## config.mk

```make
export PLATFORM = sky130hd
export DESIGN_NAME = bitpack_top
export DESIGN_NICKNAME = d
export VERILOG_FILES = /design/src/rtl/bp_pkg.sv /design/src/rtl/bp_edge_sync.sv /design/src/rtl/bp_line_map.sv /design/src/rtl/bp_accum.sv /design/src/rtl/bp_out_stage.sv /design/src/rtl/bitpack_top.sv
export SDC_FILE = /design/constraint.sdc
export NUM_CORES = 1
export LEC_CHECK = 0
export ABC_CLOCK_PERIOD_IN_PS = 5100
export BUFFER_PORTS_ARGS = -buffer_cell sky130_fd_sc_hd__buf_2
export CAP_MARGIN = 20
export CORE_UTILIZATION = 45
export CTS_BUF_LIST = sky130_fd_sc_hd__clkbuf_16
export CTS_CLUSTER_SIZE = 12
export DETAILED_ROUTE_END_ITERATION = 10
export PLACE_DENSITY = 0.66
export SLEW_MARGIN = 20
export SYNTH_ARGS = -nofsm -noshare
export SYNTH_HDL_FRONTEND = slang
export SYNTH_HIERARCHICAL = 1
export SYNTH_SLANG_ARGS = --single-unit
```

## constraint.sdc

```tcl
create_clock -name clk -period 5.1 [get_ports clk]
set_clock_uncertainty 0.2 [all_clocks]
set_input_delay 1.02 -clock clk [delete_from_list [all_inputs] [get_ports clk]]
set_output_delay 1.02 -clock clk [all_outputs]
set_load 0.005 [all_outputs]
```

## src/rtl/bp_pkg.sv

```systemverilog
package bp_pkg;
  localparam int unsigned LINES_DEF = 16;
  localparam int unsigned BYTE_DEF  = 8;
  localparam int unsigned ACC_DEF   = 16;

  // width code (N-1) to bit count N
  function automatic logic [3:0] width_count(input logic [2:0] code);
    return {1'b0, code} + 4'd1;
  endfunction

  // true when a sample of n bits fits behind `held` bits in an acc of size cap
  function automatic logic sample_fits(input logic [5:0] held, input logic [5:0] n,
                                       input logic [5:0] cap);
    return (held + n) <= cap;
  endfunction
endpackage

```

## src/rtl/bp_edge_sync.sv

```systemverilog
module bp_edge_sync #(
  parameter int unsigned LINES  = 16,
  parameter int unsigned STAGES = 2
) (
  input  logic             clk,
  input  logic             rst_n,
  input  logic             line_clk,
  input  logic [LINES-1:0] lines,
  output logic             stb,
  output logic [LINES-1:0] stb_data
);
  logic [STAGES:0]  ck_q;
  logic [LINES-1:0] d_q [STAGES];

  always_ff @(posedge clk or negedge rst_n) begin
    if (!rst_n) begin
      ck_q <= '0;
      for (int i = 0; i < STAGES; i++) d_q[i] <= '0;
    end else begin
      ck_q   <= {ck_q[STAGES-1:0], line_clk};
      d_q[0] <= lines;
      for (int i = 1; i < STAGES; i++) d_q[i] <= d_q[i-1];
    end
  end

  assign stb      = ck_q[STAGES-1] & ~ck_q[STAGES];
  assign stb_data = d_q[STAGES-1];

  assert_single_pulse_R6: assert property (@(posedge clk) disable iff (!rst_n)
    stb |=> !stb);
endmodule

```

## src/rtl/bp_line_map.sv

```systemverilog
module bp_line_map #(
  parameter int unsigned LINES  = 16,
  parameter int unsigned BYTE_W = 8,
  localparam int unsigned WSEL_W = $clog2(BYTE_W)
) (
  input  logic [LINES-1:0]  raw,
  input  logic              rev_lines,
  input  logic [WSEL_W-1:0] width_m1,
  output logic [BYTE_W-1:0] bits
);
  for (genvar i = 0; i < BYTE_W; i++) begin : g_bit
    logic pick;
    assign pick    = rev_lines ? raw[LINES-1-i] : raw[i];
    assign bits[i] = pick & (width_m1 >= WSEL_W'(i));
  end
endmodule

```

## src/rtl/bp_accum.sv

```systemverilog
module bp_accum #(
  parameter int unsigned BYTE_W = 8,
  parameter int unsigned ACC_W  = 16,
  localparam int unsigned CW    = $clog2(ACC_W + 1),
  localparam int unsigned NB_W  = $clog2(BYTE_W + 1)
) (
  input  logic              clk,
  input  logic              rst_n,
  input  logic              flush,
  input  logic              clr_flag,
  input  logic              stb,
  input  logic [BYTE_W-1:0] bits,
  input  logic [NB_W-1:0]   nbits,
  input  logic              slot_free,
  output logic              move,
  output logic [BYTE_W-1:0] move_byte,
  output logic              drop,
  output logic              ovf
);
  logic [ACC_W-1:0] acc_q, acc_a, acc_n;
  logic [CW-1:0]    cnt_q, cnt_a, cnt_n;
  logic             fits;

  always_comb begin
    move  = (cnt_q >= CW'(BYTE_W)) && slot_free && !flush;
    acc_a = move ? (acc_q >> BYTE_W) : acc_q;
    cnt_a = move ? (cnt_q - CW'(BYTE_W)) : cnt_q;
    fits  = bp_pkg::sample_fits(6'(cnt_a), 6'(nbits), 6'(ACC_W));
    drop  = stb && !fits && !flush;
    acc_n = acc_a;
    cnt_n = cnt_a;
    if (stb && fits) begin
      acc_n = acc_a | (ACC_W'(bits) << cnt_a);
      cnt_n = cnt_a + CW'(nbits);
    end
  end

  assign move_byte = acc_q[BYTE_W-1:0];

  always_ff @(posedge clk or negedge rst_n) begin
    if (!rst_n) begin
      acc_q <= '0;
      cnt_q <= '0;
      ovf   <= 1'b0;
    end else begin
      if (flush) begin
        acc_q <= '0;
        cnt_q <= '0;
      end else begin
        acc_q <= acc_n;
        cnt_q <= cnt_n;
      end
      if (clr_flag)  ovf <= 1'b0;
      else if (drop) ovf <= 1'b1;
    end
  end

  assert_cnt_bound_R8: assert property (@(posedge clk) disable iff (!rst_n)
    cnt_q <= CW'(ACC_W));
  assert_drop_sets_ovf_R8: assert property (@(posedge clk) disable iff (!rst_n)
    drop && !clr_flag |=> ovf);
  assert_ovf_sticky_R8: assert property (@(posedge clk) disable iff (!rst_n)
    ovf && !clr_flag |=> ovf);
  assert_flush_empties_R9: assert property (@(posedge clk) disable iff (!rst_n)
    flush |=> cnt_q == '0);
endmodule

```

## src/rtl/bp_out_stage.sv

```systemverilog
module bp_out_stage #(
  parameter int unsigned BYTE_W = 8
) (
  input  logic              clk,
  input  logic              rst_n,
  input  logic              clear,
  input  logic              load,
  input  logic [BYTE_W-1:0] byte_in,
  input  logic              rev_bits,
  input  logic              ready,
  output logic              slot_free,
  output logic              valid,
  output logic [BYTE_W-1:0] data
);
  logic [BYTE_W-1:0] mirrored;

  for (genvar i = 0; i < BYTE_W; i++) begin : g_mir
    assign mirrored[i] = byte_in[BYTE_W-1-i];
  end

  assign slot_free = !valid || ready;

  always_ff @(posedge clk or negedge rst_n) begin
    if (!rst_n) begin
      valid <= 1'b0;
      data  <= '0;
    end else if (clear) begin
      valid <= 1'b0;
    end else if (load) begin
      valid <= 1'b1;
      data  <= rev_bits ? mirrored : byte_in;
    end else if (ready) begin
      valid <= 1'b0;
    end
  end

  assert_hold_R7: assert property (@(posedge clk) disable iff (!rst_n)
    valid && !ready && !clear |=> valid && $stable(data));
  assert_clear_empties_R10: assert property (@(posedge clk) disable iff (!rst_n)
    clear |=> !valid);
endmodule

```

## src/rtl/bitpack_top.sv

```systemverilog
module bitpack_top #(
  parameter int unsigned LINES       = 16,
  parameter int unsigned BYTE_W      = 8,
  parameter int unsigned ACC_W       = 16,
  parameter int unsigned SYNC_STAGES = 2,
  localparam int unsigned WSEL_W     = $clog2(BYTE_W),
  localparam int unsigned NB_W       = $clog2(BYTE_W + 1)
) (
  input  logic              clk,
  input  logic              rst_n,
  input  logic              clear,
  input  logic [WSEL_W-1:0] width_m1,
  input  logic              rev_lines,
  input  logic              rev_bits,
  input  logic              line_clk,
  input  logic [LINES-1:0]  lines,
  output logic              out_valid,
  output logic [BYTE_W-1:0] out_data,
  input  logic              out_ready,
  output logic              overflow
);
  logic              stb;
  logic [LINES-1:0]  stb_data;
  logic [BYTE_W-1:0] sample_bits;
  logic [WSEL_W-1:0] wsel_q;
  logic              width_chg, flush;
  logic              slot_free, move, drop;
  logic [BYTE_W-1:0] move_byte;
  logic [NB_W-1:0]   nbits;

  always_ff @(posedge clk or negedge rst_n) begin
    if (!rst_n) wsel_q <= '0;
    else        wsel_q <= width_m1;
  end

  assign width_chg = (wsel_q != width_m1);
  assign flush     = clear | width_chg;
  assign nbits     = NB_W'(width_m1) + NB_W'(1);

  bp_edge_sync #(.LINES(LINES), .STAGES(SYNC_STAGES)) u_sync (
    .clk(clk), .rst_n(rst_n), .line_clk(line_clk), .lines(lines),
    .stb(stb), .stb_data(stb_data));

  bp_line_map #(.LINES(LINES), .BYTE_W(BYTE_W)) u_map (
    .raw(stb_data), .rev_lines(rev_lines), .width_m1(width_m1), .bits(sample_bits));

  bp_accum #(.BYTE_W(BYTE_W), .ACC_W(ACC_W)) u_acc (
    .clk(clk), .rst_n(rst_n), .flush(flush), .clr_flag(clear),
    .stb(stb), .bits(sample_bits), .nbits(nbits), .slot_free(slot_free),
    .move(move), .move_byte(move_byte), .drop(drop), .ovf(overflow));

  bp_out_stage #(.BYTE_W(BYTE_W)) u_out (
    .clk(clk), .rst_n(rst_n), .clear(clear), .load(move), .byte_in(move_byte),
    .rev_bits(rev_bits), .ready(out_ready), .slot_free(slot_free),
    .valid(out_valid), .data(out_data));

  assert_load_only_when_free_R7: assert property (@(posedge clk) disable iff (!rst_n)
    move |-> slot_free);
  assert_no_drop_on_flush_R9: assert property (@(posedge clk) disable iff (!rst_n)
    width_chg |-> !drop);
endmodule

```

; Word-level counts from Yosys, hierarchy flattened
; Cells that the tools add are included.
[op_classes]
addsub = 4
n_lt_le_gt_ge = 10
n_eq_ne = 1
shifts = 1
mux = 20
n_bitwise = 13
n_reduce_logical = 12
[ops]
columns = op, n
row1 = $mux W16, 3
row2 = $or A16 B16 Y16, 1
row3 = $shl A8 B5 Y16, 1
row4 = $mux W5, 3
row5 = $mux W1, 13
row6 = $ge A3 B3 Y1 const B, 4
row7 = $and A1 B1 Y1, 9
row8 = $mux W8, 1
row9 = $add A5 B4 Y6, 1
row10 = $ge A3 B1 Y1 const B, 2
row11 = $ge A3 B2 Y1 const B, 2
row12 = $le A6 B5 Y1 const B, 1
row13 = $add A5 B4 Y5, 1
row14 = $ge A5 B4 Y1 const B, 1
row15 = $logic_and A1 B1 Y1, 5
row16 = $sub A5 B4 Y5 const B, 1
row17 = $add A3 B1 Y4 const B, 1
row18 = $logic_not A1 Y1, 3
row19 = $ne A3 B3 Y1, 1
row20 = $reduce_bool A3 Y1, 1
row21 = $not A1 Y1, 2
row22 = $reduce_and A2 Y1, 1
row23 = $reduce_bool A2 Y1, 1
row24 = $logic_or A1 B1 Y1, 1
row25 = $or A1 B1 Y1, 1
[totals]
reg_bits = 69
output_inout_bits = 10
elab_cells = 70

; Longest topological paths before layout
[logic_depth]
ltp_word = 12
mapped_depth = 15
mapped_depth_nobuf = 12

; By module
; Netlist, hierarchy kept.
[by_module_without_submodules]
columns = module, instances, cells_per_inst, area_per_inst_um2, seq_area_each_um2
row1 = bp_accum, 1, 195, 1799.2, 550.5
row2 = bp_edge_sync, 1, 52, 1009.7, 875.8
row3 = bp_out_stage, 1, 31, 473.0, 225.2
row4 = bp_line_map, 1, 22, 160.2, 0.0
row5 = bitpack_top, 1, 11, 141.4, 75.1

; Worst setup path before layout
; No wires, ideal clock.
[synth_timing]
path_kind = input -> register
from = input port width_m1[2]
to = register u_acc.cnt_q[2]
setup_time_ns = 0.125
arrival_ns = 4.537
slack_ns = 0.238
path_stages = 15
cell_sequence = xor2_1 > or4_1 > buf_6 > or3b_1 > buf_6 > inv_4 > xnor2_1 > inv_1 > ha_1 > or3b_1 > or4b_1 > nand2_1 > o311a_1 > buf_6 > mux2_4
[synth_via]
elab_chain_cells = 10
elab_cells_between_ends = 12
[synth_rtl]
columns = item, line_no
row1 = start: declaration, bitpack_top.sv:12  ; input logic [WSEL_W-1:0] width_m1,
row2 = $ne A3 B3 Y1 (*), bitpack_top.sv:36  ; assign width_chg = (wsel_q != width_m1);
row3 = $or A1 B1 Y1 (*), bitpack_top.sv:37  ; assign flush = clear | width_chg;
row4 = net flush, bitpack_top.sv:26  ; logic width_chg, flush;
row5 = $logic_not A1 Y1 (*), bp_accum.sv:25  ; move = (cnt_q >= CW'(BYTE_W)) && slot_free && !flush;
row6 = $logic_and A1 B1 Y1 (*), bp_accum.sv:25
row7 = net move, bitpack_top.sv:27  ; logic slot_free, move, drop;
row8 = $mux W5 (*), bp_accum.sv:27  ; cnt_a = move ? (cnt_q - CW'(BYTE_W)) : cnt_q;
row9 = $add A5 B4 Y6, bp_pkg.sv:14  ; return (held + n) <= cap;
row10 = $le A6 B5 Y1, bp_pkg.sv:14
row11 = $logic_and A1 B1 Y1, bp_accum.sv:32  ; if (stb && fits) begin
row12 = $mux W5 (*), bp_accum.sv:32
row13 = $mux W5 (*), bp_accum.sv:46  ; if (flush) begin
row14 = end signal: assignment, bp_accum.sv:51  ; cnt_q <= cnt_n;
row15 = end: declaration, bp_accum.sv:21  ; logic [CW-1:0] cnt_q, cnt_a, cnt_n;
; The timed path passes the listed nets; every way through them passes the cells marked *.
; A chain may end at the register's enable or synchronous reset.

; Final worst setup path
[layout_timing]
from = input port width_m1[2]
to = register u_acc.acc_q[10]
[layout_via]
elab_chain_cells = 10
elab_cells_between_ends = 30
[layout_rtl]
columns = item, line_no
row1 = $ne A3 B3 Y1 (*), bitpack_top.sv:36
row2 = $or A1 B1 Y1 (*), bitpack_top.sv:37
row3 = net flush, bitpack_top.sv:26
row4 = $logic_not A1 Y1 (*), bp_accum.sv:25
row5 = $logic_and A1 B1 Y1 (*), bp_accum.sv:25
row6 = net move, bitpack_top.sv:27
row7 = $mux W5, bp_accum.sv:27
row8 = $add A5 B4 Y6, bp_pkg.sv:14
row9 = $le A6 B5 Y1, bp_pkg.sv:14
row10 = $logic_and A1 B1 Y1, bp_accum.sv:32
row11 = $mux W16 (*), bp_accum.sv:32
row12 = $mux W16 (*), bp_accum.sv:46
row13 = end signal: assignment, bp_accum.sv:50  ; acc_q <= acc_n;
row14 = end: declaration, bp_accum.sv:20  ; logic [ACC_W-1:0] acc_q, acc_a, acc_n;
; Marks and branches as above.

==> impl_metrics.env <==
export IMPL_outcome="complete, no violations"
export IMPL_syn_nets=343
export IMPL_final_seq_area_mm2=0.00173
export IMPL_fin_util_pct=50.6
export IMPL_cp_end_kind="flip-flop"
export IMPL_multiInputGateArea_mm2=0.00153
export IMPL_report_final_slew_viol_count=0
export IMPL_drv_cap=0
export IMPL_finalSetupViolations=0
export IMPL_cp_max_fo=10
export IMPL_netlist_instances=310
export IMPL_dr_pass1_iters=4
export IMPL_syn_to_final_growth_pct=9.23
export IMPL_postCtsSetupBuffers=0
export IMPL_rsz0062_at_grt="false"
export IMPL_cts_max_path_buffers=2
export IMPL_crit_arrival_ps=4660
export IMPL_cts_resized_gates=0
export IMPL_dieArea_mm2=0.00832
export IMPL_period_share_pct=90.8
export IMPL_cts_tree="yes"
export IMPL_htreeDepth=3
export IMPL_startpoint_type="input pin"
export IMPL_cts_made_buffers=9
export IMPL_n_fill_cell=709
export IMPL_routed_wl_um=6550
export IMPL_worst_pin_slew_ps=961
export IMPL_overflow=0
export IMPL_cts_root_buf="clkbuf_16"
export IMPL_syn_area_mm2=0.00358
export IMPL_hold_path_class="flip-flop to flip-flop"
export IMPL_peakVddDrop_uv=225
export IMPL_required_ps=5120
export IMPL_fmax_ghz=0.216
export IMPL_cts_hold_buf=0
export IMPL_dp_hpwl_um=4740
export IMPL_critPathKind="input pin to flip-flop"
export IMPL_cts_sinks=69
export IMPL_drtAntennaViolNets=0
export IMPL_ys_warn_count=6
export IMPL_grt_max_degree=40
export IMPL_io_buffers=35
export IMPL_mostFrequentLayoutCells="69 x dfrtp_1, 35 x buf_2, 26 x mux2i_1, 18 x nor2_1, 17 x nand2_1"
export IMPL_relSlewSlack_pct=35.8
export IMPL_grt_pass1_wl_um=11200
export IMPL_ioPinCount=36
export IMPL_n_antenna_cell=0
export IMPL_initial_utilization_pct=46.3
export IMPL_pwr_density_cell_mw_per_mm2=314
export IMPL_avgRoutedWirePerCell_um=15.3
export IMPL_antenna_found_initial=0
export IMPL_gr_usage_all_layers_pct=17.6
export IMPL_final_common_cell="dfrtp_1"
export IMPL_grt_pass1_vias=2263
export IMPL_gp_congestion=0.850
export IMPL_drtIter0Drc=181
export IMPL_dp_cells=411
export IMPL_vias=2263
export IMPL_hold_viol=0
export IMPL_core_mm2=0.00773
export IMPL_syn_avg_cell_area_um2=11.5
export IMPL_chipWidth_um=91.2
export IMPL_cellLeakagePower_nw=1.77
export IMPL_layout_drive_gt1_share_pct=25.5
export IMPL_clk_latency_ps=330
export IMPL_viasPerCell=5.30
export IMPL_post_route_min_period_ps=4630
export IMPL_row_count=32
export IMPL_fin_nets=353
export IMPL_die_y_um=91.2
export IMPL_cts_clk_slew_worst_paths_ps=60
export IMPL_drc_errors=0
export IMPL_layout_cells_non_filler=427
export IMPL_fin_tns_setup_ps=0
[cell type report]
class / count / area share (%)
clock buffer: 9 / 5.76
clock inverter: 7 / 1.41
inverter: 11 / 1.12
multi-input combinational: 190 / 39.0
sequential: 69 / 44.2
tap: 102 / 3.26
timing repair buffer: 39 / 5.25
[state kept, by name, indices dropped and copies added (netlist names)]
register and flops:
u_out/data 8, u_acc/cnt_q 5, wsel_q 3, u_sync/d_q 16, u_out/valid 1, u_sync/ck_q 3, u_sync/stb_data 16, u_acc/ovf 1
u_acc/acc_q 16
[path summary, 6_finish.rpt]
kind	startpoint	endpoint	slack [ps]	cells past startpoint
min in group asynchronous	rst_n	u_out/data[7]$_DFFE_PN0P_	530	1
hold / removal	u_sync/d_q[21]$_DFF_PN0_	u_sync/stb_data[5]$_DFF_PN0_	150	0
setup reg to reg	wsel_q[2]$_DFF_PN0_	u_acc/acc_q[10]$_DFF_PN0_	980	12
max in group asynchronous	rst_n	u_sync/stb_data[7]$_DFF_PN0_	3250	2
hold reg to reg	u_sync/d_q[21]$_DFF_PN0_	u_sync/stb_data[5]$_DFF_PN0_	150	0
setup / recovery	width_m1[2]	u_acc/acc_q[10]$_DFF_PN0_	470	13
[worst max-delay path, stage by stage]
cell and delay (ps):
buf_2 160, xor2_1 170, or4_1 530, or3b_1 430, inv_4 120, xnor2_1 160
inv_1 90, ha_1 360, or3b_1 350, or4b_1 530, nand2_1 170, o311ai_4 210
a221oi_1 340
[per-layer routing]
layer	vias up	global-route usage, %	routed length (um)
met2	58	27.7	3120
met5	-	0	0
met3	13	5.61	300
met4	0	6.22	95
li1	1106	-	-
met1	1086	22.9	3040
[metrics by stage]
step / area, um^2 / total power, mW / setup slack (ps) / hold slack [ps]
global route: 3910 / 1.28 / 246 / 160
finish: 3910 / 1.23 / 468 / 146
CTS: 3910 / 1.25 / 470 / 148
global placement: 3630 / 0.660 / 234 / 134
detailed placement: 3630 / 0.662 / 127 / 135
floorplan: 3580 / 0.637 / 238 / 131
[where the power goes]
group	switching, mW	total [mW]	internal, mW
sequential	0.00575	0.569	0.563
clock	0.243	0.577	0.334
combinational	0.0511	0.0825	0.0314
total	0.300	1.23	0.929
No activity file was read; power rests on OpenSTA's default activity.
